<file path="config.mk">
export PLATFORM = sky130hd
export DESIGN_NAME = tco_pin_unit
export DESIGN_NICKNAME = d
export VERILOG_FILES = /design/src/rtl/tco_pkg.sv /design/src/rtl/tco_field_reg.sv /design/src/rtl/tco_action_dec.sv /design/src/rtl/tco_cmp_ff.sv /design/src/rtl/tco_pin_mux.sv /design/src/rtl/tco_pin_unit.sv
export SDC_FILE = /design/constraint.sdc
export NUM_CORES = 1
export LEC_CHECK = 0
export BUFFER_PORTS_ARGS = -buffer_cell sky130_fd_sc_hd__clkbuf_2
export CAP_MARGIN = 20
export CORE_AREA = 5 5 42 44
export CTS_CLUSTER_DIAMETER = 100
export DETAILED_ROUTE_END_ITERATION = 10
export DIE_AREA = 0 0 47 49
export PLACE_DENSITY = 0.43
export SYNTH_ARGS = -nofsm -noshare
export SYNTH_HDL_FRONTEND = slang
export SYNTH_SLANG_ARGS = --single-unit
</file>
<file path="constraint.sdc">
create_clock -name clk -period 2.3 [get_ports clk]
set_input_delay 0.23 -clock clk [delete_from_list [all_inputs] [get_ports clk]]
set_output_delay 0.23 -clock clk [all_outputs]
set_load 0.01 [all_outputs]
</file>
<file path="src/rtl/tco_pkg.sv">
package tco_pkg;
  localparam int unsigned FIELD_W = 2;
  localparam int unsigned WAVE_W  = 2;

  typedef enum logic [WAVE_W-1:0] {
    WV_NORMAL = 2'b00,
    WV_CLRMT  = 2'b01,
    WV_FAST   = 2'b10,
    WV_PHASE  = 2'b11
  } wave_e;

  typedef enum logic [FIELD_W-1:0] {
    FA_OFF    = 2'b00,
    FA_TOGGLE = 2'b01,
    FA_CLEAR  = 2'b10,
    FA_SET    = 2'b11
  } field_e;

  typedef enum logic [1:0] {
    ACT_NONE,
    ACT_SET,
    ACT_CLR,
    ACT_TGL
  } act_e;

  function automatic logic is_pwm(input logic [WAVE_W-1:0] w);
    return w[WAVE_W-1];
  endfunction

  // Level the flip-flop takes on the "primary" event of a PWM mode
  // (match in fast PWM, up-count match in phase-correct PWM).
  function automatic logic primary_level(input logic [FIELD_W-1:0] f);
    return (f == FA_SET);
  endfunction

  function automatic act_e level_act(input logic lvl);
    return lvl ? ACT_SET : ACT_CLR;
  endfunction

  function automatic act_e decide(
    input logic [FIELD_W-1:0] f,
    input logic [WAVE_W-1:0]  w,
    input logic mt,
    input logic fo,
    input logic bo,
    input logic dn
  );
    act_e a;
    a = ACT_NONE;
    if (f != FA_OFF) begin
      if (!is_pwm(w)) begin
        if (mt || fo) begin
          unique case (f)
            FA_TOGGLE: a = ACT_TGL;
            FA_CLEAR:  a = ACT_CLR;
            default:   a = ACT_SET;
          endcase
        end
      end else if (f != FA_TOGGLE) begin
        if (w == WV_FAST) begin
          if (mt)      a = level_act(primary_level(f));
          else if (bo) a = level_act(!primary_level(f));
        end else begin
          if (mt)      a = level_act(dn ? !primary_level(f) : primary_level(f));
        end
      end
    end
    return a;
  endfunction
endpackage

</file>
<file path="src/rtl/tco_field_reg.sv">
module tco_field_reg
  import tco_pkg::*;
#(
  parameter int unsigned W = FIELD_W
) (
  input  logic         clk,
  input  logic         rst_n,
  input  logic         we,
  input  logic [W-1:0] wdata,
  output logic [W-1:0] field_q
);
  always_ff @(posedge clk or negedge rst_n) begin
    if (!rst_n)  field_q <= '0;
    else if (we) field_q <= wdata;
  end

  // a written value is in place one clock later
  a_r5_field_next: assert property (@(posedge clk) disable iff (!rst_n)
    we |=> (field_q == $past(wdata)));
endmodule

</file>
<file path="src/rtl/tco_action_dec.sv">
module tco_action_dec
  import tco_pkg::*;
(
  input  logic [FIELD_W-1:0] field_q,
  input  logic [WAVE_W-1:0]  wave_mode,
  input  logic               match_pulse,
  input  logic               force_strobe,
  input  logic               bottom_pulse,
  input  logic               count_down,
  output logic               evt_set,
  output logic               evt_clr,
  output logic               evt_tgl
);
  act_e act;

  always_comb begin
    act     = decide(field_q, wave_mode, match_pulse, force_strobe,
                     bottom_pulse, count_down);
    evt_set = (act == ACT_SET);
    evt_clr = (act == ACT_CLR);
    evt_tgl = (act == ACT_TGL);
  end
endmodule

</file>
<file path="src/rtl/tco_cmp_ff.sv">
module tco_cmp_ff (
  input  logic clk,
  input  logic rst_n,
  input  logic evt_set,
  input  logic evt_clr,
  input  logic evt_tgl,
  output logic cmp_q
);
  always_ff @(posedge clk or negedge rst_n) begin
    if (!rst_n)       cmp_q <= 1'b0;
    else if (evt_set) cmp_q <= 1'b1;
    else if (evt_clr) cmp_q <= 1'b0;
    else if (evt_tgl) cmp_q <= ~cmp_q;
  end

  // a toggle event flips the stored level exactly once
  a_r6_toggle_flips: assert property (@(posedge clk) disable iff (!rst_n)
    evt_tgl |=> (cmp_q != $past(cmp_q)));
  // with no event the level holds
  a_r11_idle_holds: assert property (@(posedge clk) disable iff (!rst_n)
    !(evt_set || evt_clr || evt_tgl) |=> $stable(cmp_q));
endmodule

</file>
<file path="src/rtl/tco_pin_mux.sv">
module tco_pin_mux
  import tco_pkg::*;
(
  input  logic [FIELD_W-1:0] field_q,
  input  logic               cmp_q,
  input  logic               port_data,
  input  logic               port_dir,
  output logic               pin_out,
  output logic               pin_oe
);
  logic override;

  always_comb begin
    override = |field_q;
    pin_out  = override ? cmp_q : port_data;
    pin_oe   = port_dir;
  end
endmodule

</file>
<file path="src/rtl/tco_pin_unit.sv">
module tco_pin_unit
  import tco_pkg::*;
(
  input  logic               clk,
  input  logic               rst_n,
  input  logic               cfg_we,
  input  logic [FIELD_W-1:0] cfg_mode,
  input  logic [WAVE_W-1:0]  wave_mode,
  input  logic               match_pulse,
  input  logic               force_strobe,
  input  logic               bottom_pulse,
  input  logic               count_down,
  input  logic               port_data,
  input  logic               port_dir,
  output logic               pin_out,
  output logic               pin_oe
);
  logic [FIELD_W-1:0] field_q;
  logic evt_set, evt_clr, evt_tgl;
  logic cmp_q;

  tco_field_reg #(.W(FIELD_W)) u_field (
    .clk(clk), .rst_n(rst_n), .we(cfg_we), .wdata(cfg_mode), .field_q(field_q)
  );

  tco_action_dec u_dec (
    .field_q(field_q), .wave_mode(wave_mode), .match_pulse(match_pulse),
    .force_strobe(force_strobe), .bottom_pulse(bottom_pulse),
    .count_down(count_down), .evt_set(evt_set), .evt_clr(evt_clr),
    .evt_tgl(evt_tgl)
  );

  tco_cmp_ff u_ff (
    .clk(clk), .rst_n(rst_n), .evt_set(evt_set), .evt_clr(evt_clr),
    .evt_tgl(evt_tgl), .cmp_q(cmp_q)
  );

  tco_pin_mux u_mux (
    .field_q(field_q), .cmp_q(cmp_q), .port_data(port_data),
    .port_dir(port_dir), .pin_out(pin_out), .pin_oe(pin_oe)
  );

  // field 00 freezes the flip-flop
  a_r2_off_holds: assert property (@(posedge clk) disable iff (!rst_n)
    (field_q == 2'b00) |=> $stable(cmp_q));
  // reserved field in PWM modes does nothing
  a_r9_reserved_pwm: assert property (@(posedge clk) disable iff (!rst_n)
    (wave_mode[1] && field_q == 2'b01) |=> $stable(cmp_q));
  // force alone in PWM modes does nothing
  a_r10_force_pwm: assert property (@(posedge clk) disable iff (!rst_n)
    (wave_mode[1] && force_strobe && !match_pulse && !bottom_pulse)
      |=> $stable(cmp_q));
  // at most one action per cycle
  a_r12_one_action: assert property (@(posedge clk) disable iff (!rst_n)
    $onehot0({evt_set, evt_clr, evt_tgl}));
endmodule

</file>
==> results of run 1 <==
-- state kept, by name, indices dropped and copies added, names as in the netlist --
name,cells
u_ff.cmp_q,1
u_field.field_q,2
-- critical path, stage by stage, from the launching register on --
cell	delay [ns]
dfrtp_1	0.38
inv_1	0.10
ha_1	0.24
nand2b_4	0.15
or4b_1	0.49
o311a_1	0.14
-- final cells by class --
type	count	area, µm²
fill	169	985.9
multi-input combinational	28	212.7
sequential	3	75.07
timing repair buffer	13	70.07
clock buffer	4	26.28
tap	16	20.02
inverter	3	11.26
-- how the worst max path moves through the flow --
stage / to / slack [ns] / cells after the start
global placement: u_ff.cmp_q$_DFFE_PN0P_ / 0.69 / 5
finish: u_ff.cmp_q$_DFFE_PN0P_ / 0.67 / 5
detailed placement: u_ff.cmp_q$_DFFE_PN0P_ / 0.66 / 5
floorplan: u_ff.cmp_q$_DFFE_PN0P_ / 0.75 / 5
global route: u_ff.cmp_q$_DFFE_PN0P_ / 0.58 / 5
CTS: u_ff.cmp_q$_DFFE_PN0P_ / 0.66 / 5
-- per-stage QoR --
stage / utilization / setup slack, ns / total power, W / cell area [µm²] / hold WS, ns
after floorplan: - / 0.7523 / 0.0001281 / 306.5 / -0.06559
after CTS: 0.2964 / 0.6611 / 0.0002531 / 415.4 / 0.2054
after global routing: 0.2964 / 0.5765 / 0.0002687 / 415.4 / 0.2208
after global placement: 0.2705 / 0.6864 / 0.0001566 / 379.1 / 0.03716
after detailed placement: 0.2705 / 0.6613 / 0.0001569 / 379.1 / 0.03338
final: 0.2964 / 0.6705 / 0.0002437 / 415.4 / 0.2118
-- cell usage after synthesis --
master	instances
a311o_1	1
a32oi_1	1
buf_4	1
dfrtp_1	3
ha_1	5
inv_1	3
nand2_1	6
nand2b_4	1
nand4b_1	1
nor2_1	3
nor4_1	1
o21ai_0	3
o311a_1	1
or2b_1	1
or3b_1	1
or4b_1	1
xnor2_1	1
xor2_1	1
-- where the power goes --
group          internal [W]  switching [W]
clock network     0.0000647      0.0000237
registers         0.0000639      0.0000122
logic             0.0000426      0.0000366
-- metal layers --
metal | GRT usage | vias up | wire length, µm
met2 | 0.09502 | 10 | 346
met5 | 0 | - | 0
met1 | 0.09513 | 130 | 280
li1 | - | 156 | -
met4 | 0.06912 | 0 | 0
met3 | 0.04059 | 0 | 66
-- kinds of logic after synthesis --
kind of cell / after synthesis / share of synthesized area
and+or+nand+nor: 15 / 0.2898
AOI/OAI and AO/OA: 6 / 0.1429
adders and majority gates: 5 / 0.2041
buffers and inverters: 4 / 0.06123
DFF: 3 / 0.2449
xor gates and xnor gates: 2 / 0.05715
-- layout by cell type (no fill, tap or decap) --
master          n
clkbuf_4        3
o21ai_0         3
o311a_1         1
clkbuf_2       12
or4b_1          1
dlygate4sd3_1   1
ha_1            5
xor2_1          1
or3b_1          1
clkbuf_1        1
a311o_1         1
nor4_1          1
nand4b_1        1
or2b_1          1
nand2_1         6
a32oi_1         1
inv_1           3
dfrtp_1         3
nor2_1          3
nand2b_4        1
xnor2_1         1
==> results by group, run 1 <==
Drt
  – Post-Route WL: 693 µm
  – Via/cell ratio: 4.418
  – Remaining DRCs: 0
  – TritonRoute pass-1 iters: 4
  – WL/cell: 10.34 µm
  – Vias: slightly below 300
  – Initial DRC Count: 1
  – DRT antenna net count: 0

Power and ir drop
  – PD cells: about 600 mW/mm²
  – Leak: ~0.21 nW
  – Maximum vdd ir drop: around 0.00018 V

Clock tree
  – Clock-pin slew on the worst setup and hold paths: 0.03 ns
  – CTS buffer count: 3
  – Post-CTS setup buffers: 0
  – Post-CTS Hold Fix Bufs: 1
  – Worst skew pair latency: 0.23 ns
  – Htree depth: 1
  – Longest Clk Path Bufs: 2
  – Root Driver: clkbuf_4
  – Clock Sinks: 3
  – Resized cells post-CTS: 0
  – CTS tree: done

Place
  – GPL Wtd Cong: 0.7498
  – PortBufs: 12
  – Placed cells: between 60 and 70
  – Final HPWL DP: roughly 630 µm

Timing
  – Final worst path period share: 0.7085
  – Max-slew violations: 0
  – Fmax: between 600 and 700 MHz
  – RSZ-0062 raised after global routing: false
  – Post-layout min period: 1.630 ns
  – Max-Slew Margin vs Limit: 0.8164
  – Slew @ Worst Pin: approximately 0.27 ns
  – Sum Neg Setup Slack: 0 ns
  – Worst Skew: approximately 0.0027 ns
  – Final Hold Viols: 0
  – Final setup vio count: 0

Global routing
  – Antenna violations before repair: 0
  – Vias in the first global route: 287
  – Total gr overflow: 0
  – All-layer global routing usage: 0.07833
  – First-pass GRT wire length: around 1200 µm
  – Pin count of the biggest net entering global routing: 7

Setup path
  – CP arrival: 1.74 ns
  – Reg-to-Reg End: u_ff.cmp_q$_DFFE_PN0P_
  – Worst reg2reg setup slack: 0.67 ns
  – Critical Path End Type: flip-flop
  – Worst reg2reg path depth: 5
  – Worst Path Required: 2.41 ns
  – Crit path from: u_field.field_q[0]$_DFFE_PN0P_
  – Crit-path max FO: 4
  – Type of the worst setup path: flip-flop to flip-flop
  – Worst R2R Start: u_field.field_q[0]$_DFFE_PN0P_
  – Crit path launch type: flip-flop

Synthesis
  – Gate Count Post-Synth: 35
  – Top cell type's share of synthesized area: 0.2449
  – Post-synthesis cell area: 306.5 µm²
  – Syn_area_per_cell: 8.758 µm²
  – Largest area contributor in the netlist: dfrtp_1
  – Yosys cell types: 18
  – Number of synthesized register bits: 3
  – Synthesized Nets: between 50 and 60
  – Seq/Total Area, Yosys: 0.2449
  – Main area contributors after synthesis: dfrtp_1 (24%), ha_1 (20%), nand2_1 (7.3%), o21ai_0 (4.9%), nand2b_4 (4.5%)
  – Warnings, synthesis: 0

Die
  – Row cnt: 14
  – Die Area: about 0.0023 mm²
  – Ports: 15
  – Core area: 0.001401 mm²
  – Die Y: 49 µm
  – Die X: about 47 µm
  – Initial core utilization: 0.2187

Worst hold path
  – Hold Path Cell Cnt: 3
  – Worst min path class: input pin to flip-flop
  – Hold path start: cfg_mode[0]
  – Hold path endpoint: u_field.field_q[0]$_DFFE_PN0P_

Final layout
  – Area growth syn-to-layout: 35.51%
  – Post-Layout Cell Count: between 60 and 70
  – Nets: 70
  – Layout cells sized above 1: 0.3137
  – Antenna Diode Count: 0

Outcome
  – Status: complete, no violations

Run
  – Max capacitance violation total: 0
Power figures use the tool's default switching activity.
==> run 2: changes to the inputs <==
PLACE_DENSITY = 0.44   (was 0.43)
clock period = 1.31 ns   (was 2.3 ns; I/O delays follow)
==> results by group, run 2 (synthesis results as in run 1) <==
Outcome
  – Status: complete, but fails checks
  – Failing checks: setup timing

Power and ir drop
  – Pwr Total: 0.0005188 W (+110%)
  – Pint: 0.0003603 W (+110%)
  – Leak: 0.2557 nW (+20%)
  – Sw Ratio: 0.3055 (+0.008092)
  – PD cells: 999.2 mW/mm² (+70%)
  – Maximum vdd ir drop: 0.0003686 V (+110%)
  – Flop pwr share: 0.259 (-0.053)
  – Clock power share: 0.322 (-0.041)
  – Combinational share of power: 0.419 (+0.094)
  – P_sw: 0.0001585 W (+120%)

Timing
  – Post-layout min period: 1.514 ns (-0.1152 ns)
  – Final setup vio count: 2 (+2)
  – Sum Neg Setup Slack: -0.3069 ns (-0.3069 ns)
  – Final worst path period share: 1.156 (+0.4475)
  – Fmax: 660.4 MHz (+7.6%)
  – Worst Skew: 0.009472 ns (+0.006784 ns)
  – Max-slew violations: 0 (unchanged)
  – Slew @ Worst Pin: 0.2065 ns (-0.06640 ns)
  – Max-Slew Margin vs Limit: 0.8623 (+0.04595)
  – RSZ-0062 raised after global routing: true
  – Final Hold Viols: 0 (unchanged)
  – Final setup margin: -0.2043 ns (-0.8748 ns)

Drt
  – WL/cell: 10.26 µm (-0.77%)
  – DRT antenna net count: 0 (unchanged)
  – Via/cell ratio: 4.224 (-4.4%)
  – Vias: 321 (+8.4%)
  – Remaining DRCs: 0 (unchanged)
  – Initial DRC Count: 3 (+2)
  – TritonRoute pass-1 iters: 4 (unchanged)
  – Post-Route WL: 780 µm (+13%)

Setup path
  – Worst reg2reg path depth: 5 (unchanged)
  – Worst Path Required: 1.43 ns (-0.98 ns)
  – Type of the worst setup path: flip-flop to flip-flop
  – Reg-to-Reg End: u_ff.cmp_q$_DFFE_PN0P_
  – Crit path launch type: flip-flop
  – Worst R2R Start: u_field.field_q[1]$_DFFE_PN0P_
  – Critical Path End Type: flip-flop
  – CP arrival: 1.64 ns (-0.10 ns)
  – Worst reg2reg setup slack: -0.20 ns (-0.87 ns)
  – Crit-path max FO: 4 (unchanged)

Worst hold path
  – Hold path endpoint: u_field.field_q[1]$_DFFE_PN0P_
  – Hold Path Cell Cnt: 3 (unchanged)
  – Worst min path class: input pin to flip-flop
  – Hold path start: cfg_mode[1]

Die
  – Die X: 47 µm (unchanged)
  – Core area: 0.001401 mm² (unchanged)
  – Die Y: 49 µm (unchanged)
  – Initial core utilization: 0.2187 (unchanged)
  – Die Area: 0.002303 mm² (unchanged)
  – Row cnt: 14 (unchanged)
  – Ports: 15 (unchanged)

Global routing
  – Total gr overflow: 0 (unchanged)
  – Busiest grt layer: met2
  – Antenna violations before repair: 0 (unchanged)
  – Met1 usage in global routing: 0.09430 (-0.0008345)
  – First-pass GRT wire length: 1324 µm (+7.2%)
  – Met3 usage: 0.02583 (-0.01476)
  – Pin count of the biggest net entering global routing: 7 (unchanged)
  – Grt met2 use: 0.1131 (+0.01810)
  – Vias in the first global route: 313 (+9.1%)
  – All-layer global routing usage: 0.08515 (+0.006817)

Final layout
  – Layout cells sized above 1: 0.5333 (+0.2196)
  – Biggest register: u_field.field_q
  – Commonest non-fill, non-tap cell in the layout: clkbuf_2
  – Area occupied by multi-input gates: 239.0 µm² (+12%)
  – Most frequent cells in the layout: clkbuf_2 (11), buf_4 (8), nand2_1 (5)
  – Top Registers: u_field.field_q: 2 flops, u_ff.cmp_q: 1 flops
  – Largest register FFs: 2 (unchanged)
  – Post-route cell area: 519.2 µm² (+25%)
  – Nets: 79 (+13%)
  – Fill cells: 159 (-5.9%)
  – Antenna Diode Count: 0 (unchanged)
  – Register Area: 75.07 µm² (unchanged)
  – Area growth syn-to-layout: 69.39%

Place
  – PortBufs: 12 (unchanged)
  – Final HPWL DP: 637.8 µm (+0.74%)
  – Area after DPL: 429.2 µm² (+13%)
  – GPL Wtd Cong: 0.6877 (-8.3%)

Clock tree
  – CTS tree: done
  – Worst skew pair latency: 0.24 ns (about the same)
  – Root Driver: clkbuf_4
  – Longest Clk Path Bufs: 2 (unchanged)
  – Clock-pin slew on the worst setup and hold paths: 0.04 ns (about the same)
  – Htree depth: 1 (unchanged)
  – CTS buffer count: 3 (unchanged)
  – Clock Sinks: 3 (unchanged)

Run
  – Max capacitance violation total: 0 (unchanged)
[run 2: area by class of cell]
cell class	count	area share
Clock buffer	4	0.05060
Inverter	3	0.02169
Multi-Input combinational cell	28	0.4602
Sequential cell	3	0.1446
Tap cell	16	0.03855
Timing Repair Buffer	22	0.2843
[run 2: routing by layer]
metal,share of wire,vias to the layer above
li1,-,170
met1,0.41,143
met2,0.52,8
met3,0.062,0
met4,0,0
met5,0,-
[run 2: power by group through the flow]
stage / clock network, W / registers (W) / logic, W
2_1_floorplan: 0 / 0.000132 / 0.000101
3_3_place_gp: 0 / 0.000137 / 0.000179
3_5_place_dp: 0 / 0.000135 / 0.000177
4_1_cts: 0.000173 / 0.000134 / 0.000194
5_1_grt: 0.000177 / 0.000137 / 0.000244
6_report: 0.000167 / 0.000134 / 0.000217
[run 2: how the worst max path moves through the flow]
| stage | from | endpoint | slack, ns |
|---|---|---|---|
| after global routing | u_field.field_q[1]$_DFFE_PN0P_ | u_ff.cmp_q$_DFFE_PN0P_ | -0.27 |
| after CTS | u_field.field_q[1]$_DFFE_PN0P_ | u_ff.cmp_q$_DFFE_PN0P_ | -0.19 |
| final | u_field.field_q[1]$_DFFE_PN0P_ | u_ff.cmp_q$_DFFE_PN0P_ | -0.20 |
| after global placement | u_field.field_q[0]$_DFFE_PN0P_ | u_ff.cmp_q$_DFFE_PN0P_ | -0.24 |
| after detailed placement | u_field.field_q[0]$_DFFE_PN0P_ | u_ff.cmp_q$_DFFE_PN0P_ | -0.22 |
| after floorplan | u_field.field_q[0]$_DFFE_PN0P_ | u_ff.cmp_q$_DFFE_PN0P_ | -0.15 |
[run 2: critical path: stages, from the launching register on]
cell	delay, ns
dfrtp_1	0.40
inv_2	0.08
ha_4	0.16
nand2b_4	0.13
or4b_1	0.49
o311a_1	0.14
[run 2: through the flow]
stage | utilization | std cells | hold slack [ns] | setup WS [ns]
finish | 0.3705 | 76 | 0.09542 | -0.2043
global route | 0.3705 | 76 | 0.1067 | -0.2679
CTS | 0.3500 | 75 | 0.09028 | -0.1889
detailed placement | 0.3063 | 67 | -0.06280 | -0.2236
global placement | 0.3063 | 67 | -0.06302 | -0.2356
floorplan | - | 35 | -0.1646 | -0.1480
[run 2: what timing repair did]
action                                  4_1_cts  5_1_grt
setup buffers                                 3        1
endpoints found under the setup margin        2        2
hold buffers                                  1        0
resized for setup                             1        6
hold endpoints to repair                      3        0
pin swaps                                     0        3
